[config.mk]
export PLATFORM = sky130hd
export DESIGN_NAME = glitch_filter
export DESIGN_NICKNAME = d
export VERILOG_FILES = /design/src/rtl/filt_pkg.sv /design/src/rtl/filt_ctl.sv /design/src/rtl/filt_dp.sv /design/src/rtl/glitch_filter.sv
export SDC_FILE = /design/constraint.sdc
export NUM_CORES = 1
export LEC_CHECK = 0
export BUFFER_PORTS_ARGS = -buffer_cell sky130_fd_sc_hd__buf_2
export CAP_MARGIN = 20
export CORE_MARGIN = 10
export CORE_UTILIZATION = 25
export CTS_BUF_LIST = sky130_fd_sc_hd__clkbuf_8 sky130_fd_sc_hd__clkbuf_16
export DETAILED_ROUTE_END_ITERATION = 16
export HOLD_SLACK_MARGIN = 0.08
export PLACE_DENSITY_LB_ADDON = 0.2
export SLEW_MARGIN = 25
export SYNTH_ARGS = -nofsm -noshare
export SYNTH_HDL_FRONTEND = slang
export SYNTH_SLANG_ARGS = --single-unit
[constraint.sdc]
create_clock -name clk -period 4.6 [get_ports clk]
set_clock_uncertainty 0.2 [all_clocks]
set_input_delay 0.69 -clock clk [delete_from_list [all_inputs] [get_ports clk]]
set_output_delay 0.69 -clock clk [all_outputs]
set_load 0.005 [all_outputs]
[src/rtl/filt_pkg.sv]
package filt_pkg;

  // Strobes issued by the control each cycle.
  typedef struct packed {
    logic reload;  // load counter from preload
    logic step;    // decrement counter
    logic take;    // copy raw input into filtered output
  } filtStrobeT;

endpackage

[src/rtl/filt_ctl.sv]
module filt_ctl
  import filt_pkg::*;
(
  input  logic       filtEn,
  input  logic       mismatch,
  input  logic       cntZero,
  output filtStrobeT strb
);

  always_comb begin
    strb = '0;
    if (!filtEn) begin
      // bypass: follow input, keep counter primed
      strb.take   = 1'b1;
      strb.reload = 1'b1;
    end else if (!mismatch) begin
      // settled: counter waits at the preload
      strb.reload = 1'b1;
    end else if (cntZero) begin
      // held long enough: accept the new level, prime next count
      strb.take   = 1'b1;
      strb.reload = 1'b1;
    end else begin
      strb.step = 1'b1;
    end
  end

endmodule

[src/rtl/filt_dp.sv]
module filt_dp
  import filt_pkg::*;
#(
  parameter int CNT_W = 10
) (
  input  logic             clk,
  input  logic             rstN,
  input  logic             rawIn,
  input  logic [CNT_W-1:0] preload,
  input  filtStrobeT       strb,
  output logic             filtOut,
  output logic             mismatch,
  output logic             cntZero
);

  localparam logic [CNT_W-1:0] CNT_ONE = {{(CNT_W-1){1'b0}}, 1'b1};

  logic [CNT_W-1:0] cntQ;
  logic             outQ;

  always_ff @(posedge clk) begin
    if (!rstN) begin
      outQ <= rawIn;
      cntQ <= preload;
    end else begin
      if (strb.take)
        outQ <= rawIn;
      if (strb.reload)
        cntQ <= preload;
      else if (strb.step)
        cntQ <= cntQ - CNT_ONE;
    end
  end

  assign filtOut  = outQ;
  assign mismatch = rawIn ^ outQ;
  assign cntZero  = (cntQ == '0);

endmodule

[src/rtl/glitch_filter.sv]
module glitch_filter
  import filt_pkg::*;
#(
  parameter int CNT_W = 10
) (
  input  logic             clk,
  input  logic             rstN,
  input  logic             rawIn,
  input  logic [CNT_W-1:0] preload,
  input  logic             filtEn,
  output logic             filtOut
);

  filtStrobeT strb;
  logic       mismatch;
  logic       cntZero;

  filt_ctl uCtl (
    .filtEn   (filtEn),
    .mismatch (mismatch),
    .cntZero  (cntZero),
    .strb     (strb)
  );

  filt_dp #(.CNT_W(CNT_W)) uDp (
    .clk      (clk),
    .rstN     (rstN),
    .rawIn    (rawIn),
    .preload  (preload),
    .strb     (strb),
    .filtOut  (filtOut),
    .mismatch (mismatch),
    .cntZero  (cntZero)
  );

endmodule

; Word-level counts from Yosys, hierarchy flattened
; Index checks and enable logic that the tools add are counted.
[word_totals]
register_bits = 11
input_bits = 14
word_cells = 19
[op_classes]
eq_ne = 2
add_sub_neg = 1
mux = 12
n_reduce_logical = 1
bitwise = 1
[ops]
columns = cell, count
row1 = $mux 10, 3
row2 = $logic_not 10->1, 1
row3 = $sub 10x1->10 const B, 1
row4 = $mux 1, 8
row5 = $ne 3x1->1 const B, 1
row6 = $mux 2, 1
row7 = $ne 2x1->1 const B, 1
row8 = $xor 1x1->1, 1

; Logic depth before layout (Yosys ltp)
[logic_depth]
word_depth = 7
depth_mapped = 7
mapped_depth_nobuf = 6

; Cells and area by module
; Synthesis repeated with hierarchy kept, for this count alone.
[unflattened]
cells_unflattened = 67
hier_area_um2 = 674.4
[modules_own_cells]
columns = module, area_per_inst_um2, cells_per_inst, n_inst
row1 = filt_dp, 646.9, 64, 1
row2 = filt_ctl, 27.5, 3, 1

; Worst setup path before layout
; No wires, ideal clock.
[synth_path]
path_type = input port to flip-flop
startpoint = input port rawIn
endpoint = register uDp.cntQ[0], data pin
t_required_ns = 4.138
stages = 3
t_arrival_ns = 1.604
path_slack_ns = 2.534
path_buffers = 0
path_cell_list = xnor2_1 > a311oi_4 > mux2_1
[synth_between]
elab_chain_cells = 5
[synth_rtl]
columns = item, line
row1 = "start, declared", glitch_filter.sv:8  ; input logic rawIn,
row2 = $xor 1x1->1, filt_dp.sv:36  ; assign mismatch = rawIn ^ outQ;
row3 = $mux 1, filt_ctl.sv:16  ; end else if (!mismatch) begin
row4 = $mux 1, filt_ctl.sv:12  ; if (!filtEn) begin
row5 = $mux 10, filt_dp.sv:28  ; if (strb.reload)
row6 = $mux 10, filt_dp.sv:22  ; if (!rstN) begin
row7 = "end signal, assigned", filt_dp.sv:24  ; cntQ <= preload;
row8 = "end signal, assigned", filt_dp.sv:29  ; cntQ <= preload;
row9 = "end signal, assigned", filt_dp.sv:31  ; cntQ <= cntQ - CNT_ONE;
row10 = "end, declared", filt_dp.sv:18  ; logic [CNT_W-1:0] cntQ;
; No other way between the ends.
; A chain may end at the register's enable or synchronous reset.

; Worst setup path after layout
[layout_path]
startpoint = register uDp.cntQ[0]
endpoint = register uDp.cntQ[0], data pin
[layout_between]
elab_chain_cells = 6
elab_cells_between_ends = 8
cone_classes = 1 x add/sub / 6 x mux / 1 x reduce/logical
[layout_rtl]
columns = item, line
row1 = branches (longest 4 deep; another with $sub 10x1->10), -
row2 = $mux 10 (*), filt_dp.sv:28
row3 = $mux 10 (*), filt_dp.sv:22
; Mark *: on every way between the ends. The select of a mux whose other input is x is not followed.

==> summary.txt <==
Yosys
  • Simple-gate share of the synthesized area: 0.236
  • Distinct cells, synth: 24
  • Yosys warning total: 0
  • Post-synthesis sequential area ratio: 0.476
  • Post-synthesis adder-cell area fraction: 0.0180
  • Synthesized flop and latch total: 11
  • Post-synthesis compound-gate area fraction: 0.114
  • Largest family of logic cells by synthesized area: simple AND/OR/NAND/NOR gates
  • Cells after Synth: 65
  • Mux contribution to synthesized area: 0.0306
  • Post-Syn Area per Cell: 10.7 um^2
  • Mapped Area: 694 um^2
  • Synth Area in XOR/XNOR: 0.0883

Critical path
  • Critical path data arrival time: roughly 2 ns
  • CP cell instances: inv_1, ha_1, nor4b_4, a311oi_4, mux2_1
  • Endpoint type of the worst setup path: flop
  • WS Path Type: reg2reg
  • Slowest cell on crit path: a311oi_4
  • Crit path max-delay family: compound AO/OA/AOI/OAI gates
  • Critical Path RT: 4.39 ns
  • Count of buffer and inverter cells on the critical path: 1
  • Critical Path Fanout Max: 16
  • Critical Path Source Type: flop
  • Slowest Stage Delay on Critical Path: 0.60 ns

Floorplanning
  • Die height: between 70 and 80 um
  • Die W: 72.7 um
  • I/O pin total: 15
  • Die area: 5290 um^2
  • Initial core utilization: 0.256
  • Core area: 2710 um^2
  • Row Count: 19

Clock network
  • Clock sinks: 11
  • CTS tree: done
  • Clock Path Buffers: 2
  • Worst-path clk slew: approximately 0.050 ns
  • Skew-Pair Late Insertion Delay: 0.24 ns
  • Clock root buffer: clkbuf_8
  • Num CTS Buffers: 3
  • Hold buffers post-CTS: 0
  • Cts repair resizes: 0
  • H-tree depth: 1
  • Post-CTS setup buffers: 0

Global routing
  • Initial antenna violation count: 0
  • Largest net degree at the start of global routing: 17
  • Vias in the first global route: 536
  • Tot GR Track Use: 0.0597
  • First-pass GRT wire length: ~2400 um
  • Grt ovf: 0

STA
  • Unrepaired setup endpoints after global routing: false
  • Period utilization: 0.493
  • Setup ws final: 2.33 ns
  • TNS Setup: 0 ns
  • Slew Limit Fails: 0
  • Minimum clock period after layout: 2.27 ns
  • Relative slew slack: 0.528
  • Worst-Margin Slew: 0.708 ns
  • Hold Vio Cnt, Final: 0
  • Highest clock rate: 0.441 GHz
  • # setup viols final: 0

Job
  • Maximum capacitance violations: 0

Route
  • Wire length on met2: about 560 um
  • Via Count: 515
  • Wl on met1: 641 um
  • Drt drc: 0
  • Pre-Repair DR Iteration Count: 4
  • Routed len/inst: 10.7 um
  • Vias per cell: 4.22
  • DR top layer: met4
  • Detail Route Antenna Nets: 0
  • Initial DRC Count: 42
  • Routed WL: 1300 um
  • Routed wl met3: 84 um

Pwr
  • Leakage: 0.335 nW
  • PD cells: 299 nW/um^2
  • VDD IR-drop max: 175 uV

Cells and area
  • # diodes: 0
  • Nets: 107
  • Final std cells w/o fill: 122
  • Most frequent cells in the layout: 14 x buf_2, 13 x nor2_1, 11 x edfxtp_1, 10 x conb_1, 7 x a21oi_1
  • Layout area overhead: 25.4%
  • Layout cells sized above 1: 0.253
  • Most common cell after layout, fill and taps aside: buf_2

Place
  • PortBufs: 14
  • DP HPWL: 1040 um
  • Gp weighted congestion: 0.693
  • Placed cells: 118
  • Pre-CTS setup slack: 2.09 ns

Outcome
  • Status: completed

Worst hold path
  • Worst Hold Class: in2reg
-- registers in the layout (all words and copies together), names as in the netlist --
signal / cells
uDp.filtOut: 1
uDp.cntQ: 10
-- power by group --
group | internal [mW] | switching [mW]
clock | 0.0588 | 0.0388
combinational | 0.0170 | 0.0172
sequential | 0.120 | 0.00859
total | 0.196 | 0.0646
-- cells by family (layout without fill, tap and decap cells) --
| kind of cell | after synthesis | count (layout) |
|---|---|---|
| flops | 11 | 11 |
| mux | 2 | 2 |
| xor+xnor | 7 | 7 |
| other cells | 1 | 10 |
| buf+inv | 4 | 21 |
| compound gates | 10 | 10 |
| simple gates | 29 | 29 |
| fa+ha+maj | 1 | 1 |
-- cell usage after synthesis --
library cell / n / area share
nor3_1: 2 / 0.014
mux2_1: 1 / 0.016
nor4b_4: 1 / 0.034
nor2_1: 13 / 0.070
nand4b_1: 1 / 0.013
ha_1: 1 / 0.018
buf_6: 1 / 0.016
nor3_2: 1 / 0.014
nand2_1: 5 / 0.027
a31oi_1: 1 / 0.0090
a21oi_1: 7 / 0.050
nand3_1: 2 / 0.014
mux2i_1: 1 / 0.014
conb_1: 1 / 0.0054
inv_1: 3 / 0.016
a311oi_4: 1 / 0.038
edfxtp_1: 11 / 0.48
or4_1: 1 / 0.011
or4b_4: 1 / 0.020
xnor2_1: 4 / 0.050
xor2_1: 3 / 0.038
o221a_2: 1 / 0.016
nand4_1: 1 / 0.0090
nor2_2: 1 / 0.0090
-- per-stage QoR --
step / hold WS, ns / total power, mW / utilization / instance area (um^2)
2_1_floorplan: 0.444 / 0.155 / - / 728
3_3_place_gp: 0.504 / 0.165 / 0.305 / 826
3_5_place_dp: 0.500 / 0.166 / 0.305 / 826
4_1_cts: 0.445 / 0.267 / 0.321 / 871
5_1_grt: 0.445 / 0.280 / 0.321 / 871
6_report: 0.452 / 0.261 / 0.321 / 871
-- layer usage --
| layer | global-route usage | vias to the layer above |
|---|---|---|
| li1 | - | 277 |
| met2 | 0.0886 | 13 |
| met3 | 0.0367 | 2 |
| met4 | 0.0316 | 0 |
| met5 | 0 | - |
| met1 | 0.0644 | 223 |
-- cell type report --
| class | count | area [um^2] |
|---|---|---|
| Clock buffer | 3 | 41.3 |
| Clock inverter | 1 | 3.75 |
| Fill cell | 306 | 1840 |
| Inverter | 3 | 11.3 |
| Multi-Input combinational cell | 59 | 375 |
| Sequential cell | 11 | 330 |
| Tap cell | 31 | 38.8 |
| Timing Repair Buffer | 14 | 70.1 |
-- final timing paths --
check                   start          end  slack (ns)  cells past startpoint
hold reg to reg   uDp.cntQ[7]  uDp.cntQ[7]        0.51                      2
setup / recovery  uDp.cntQ[0]  uDp.cntQ[0]        2.33                      5
hold / removal          rawIn  uDp.filtOut        0.45                      1
setup reg to reg  uDp.cntQ[0]  uDp.cntQ[0]        2.33                      5
No activity file was read; power rests on OpenSTA's default activity.
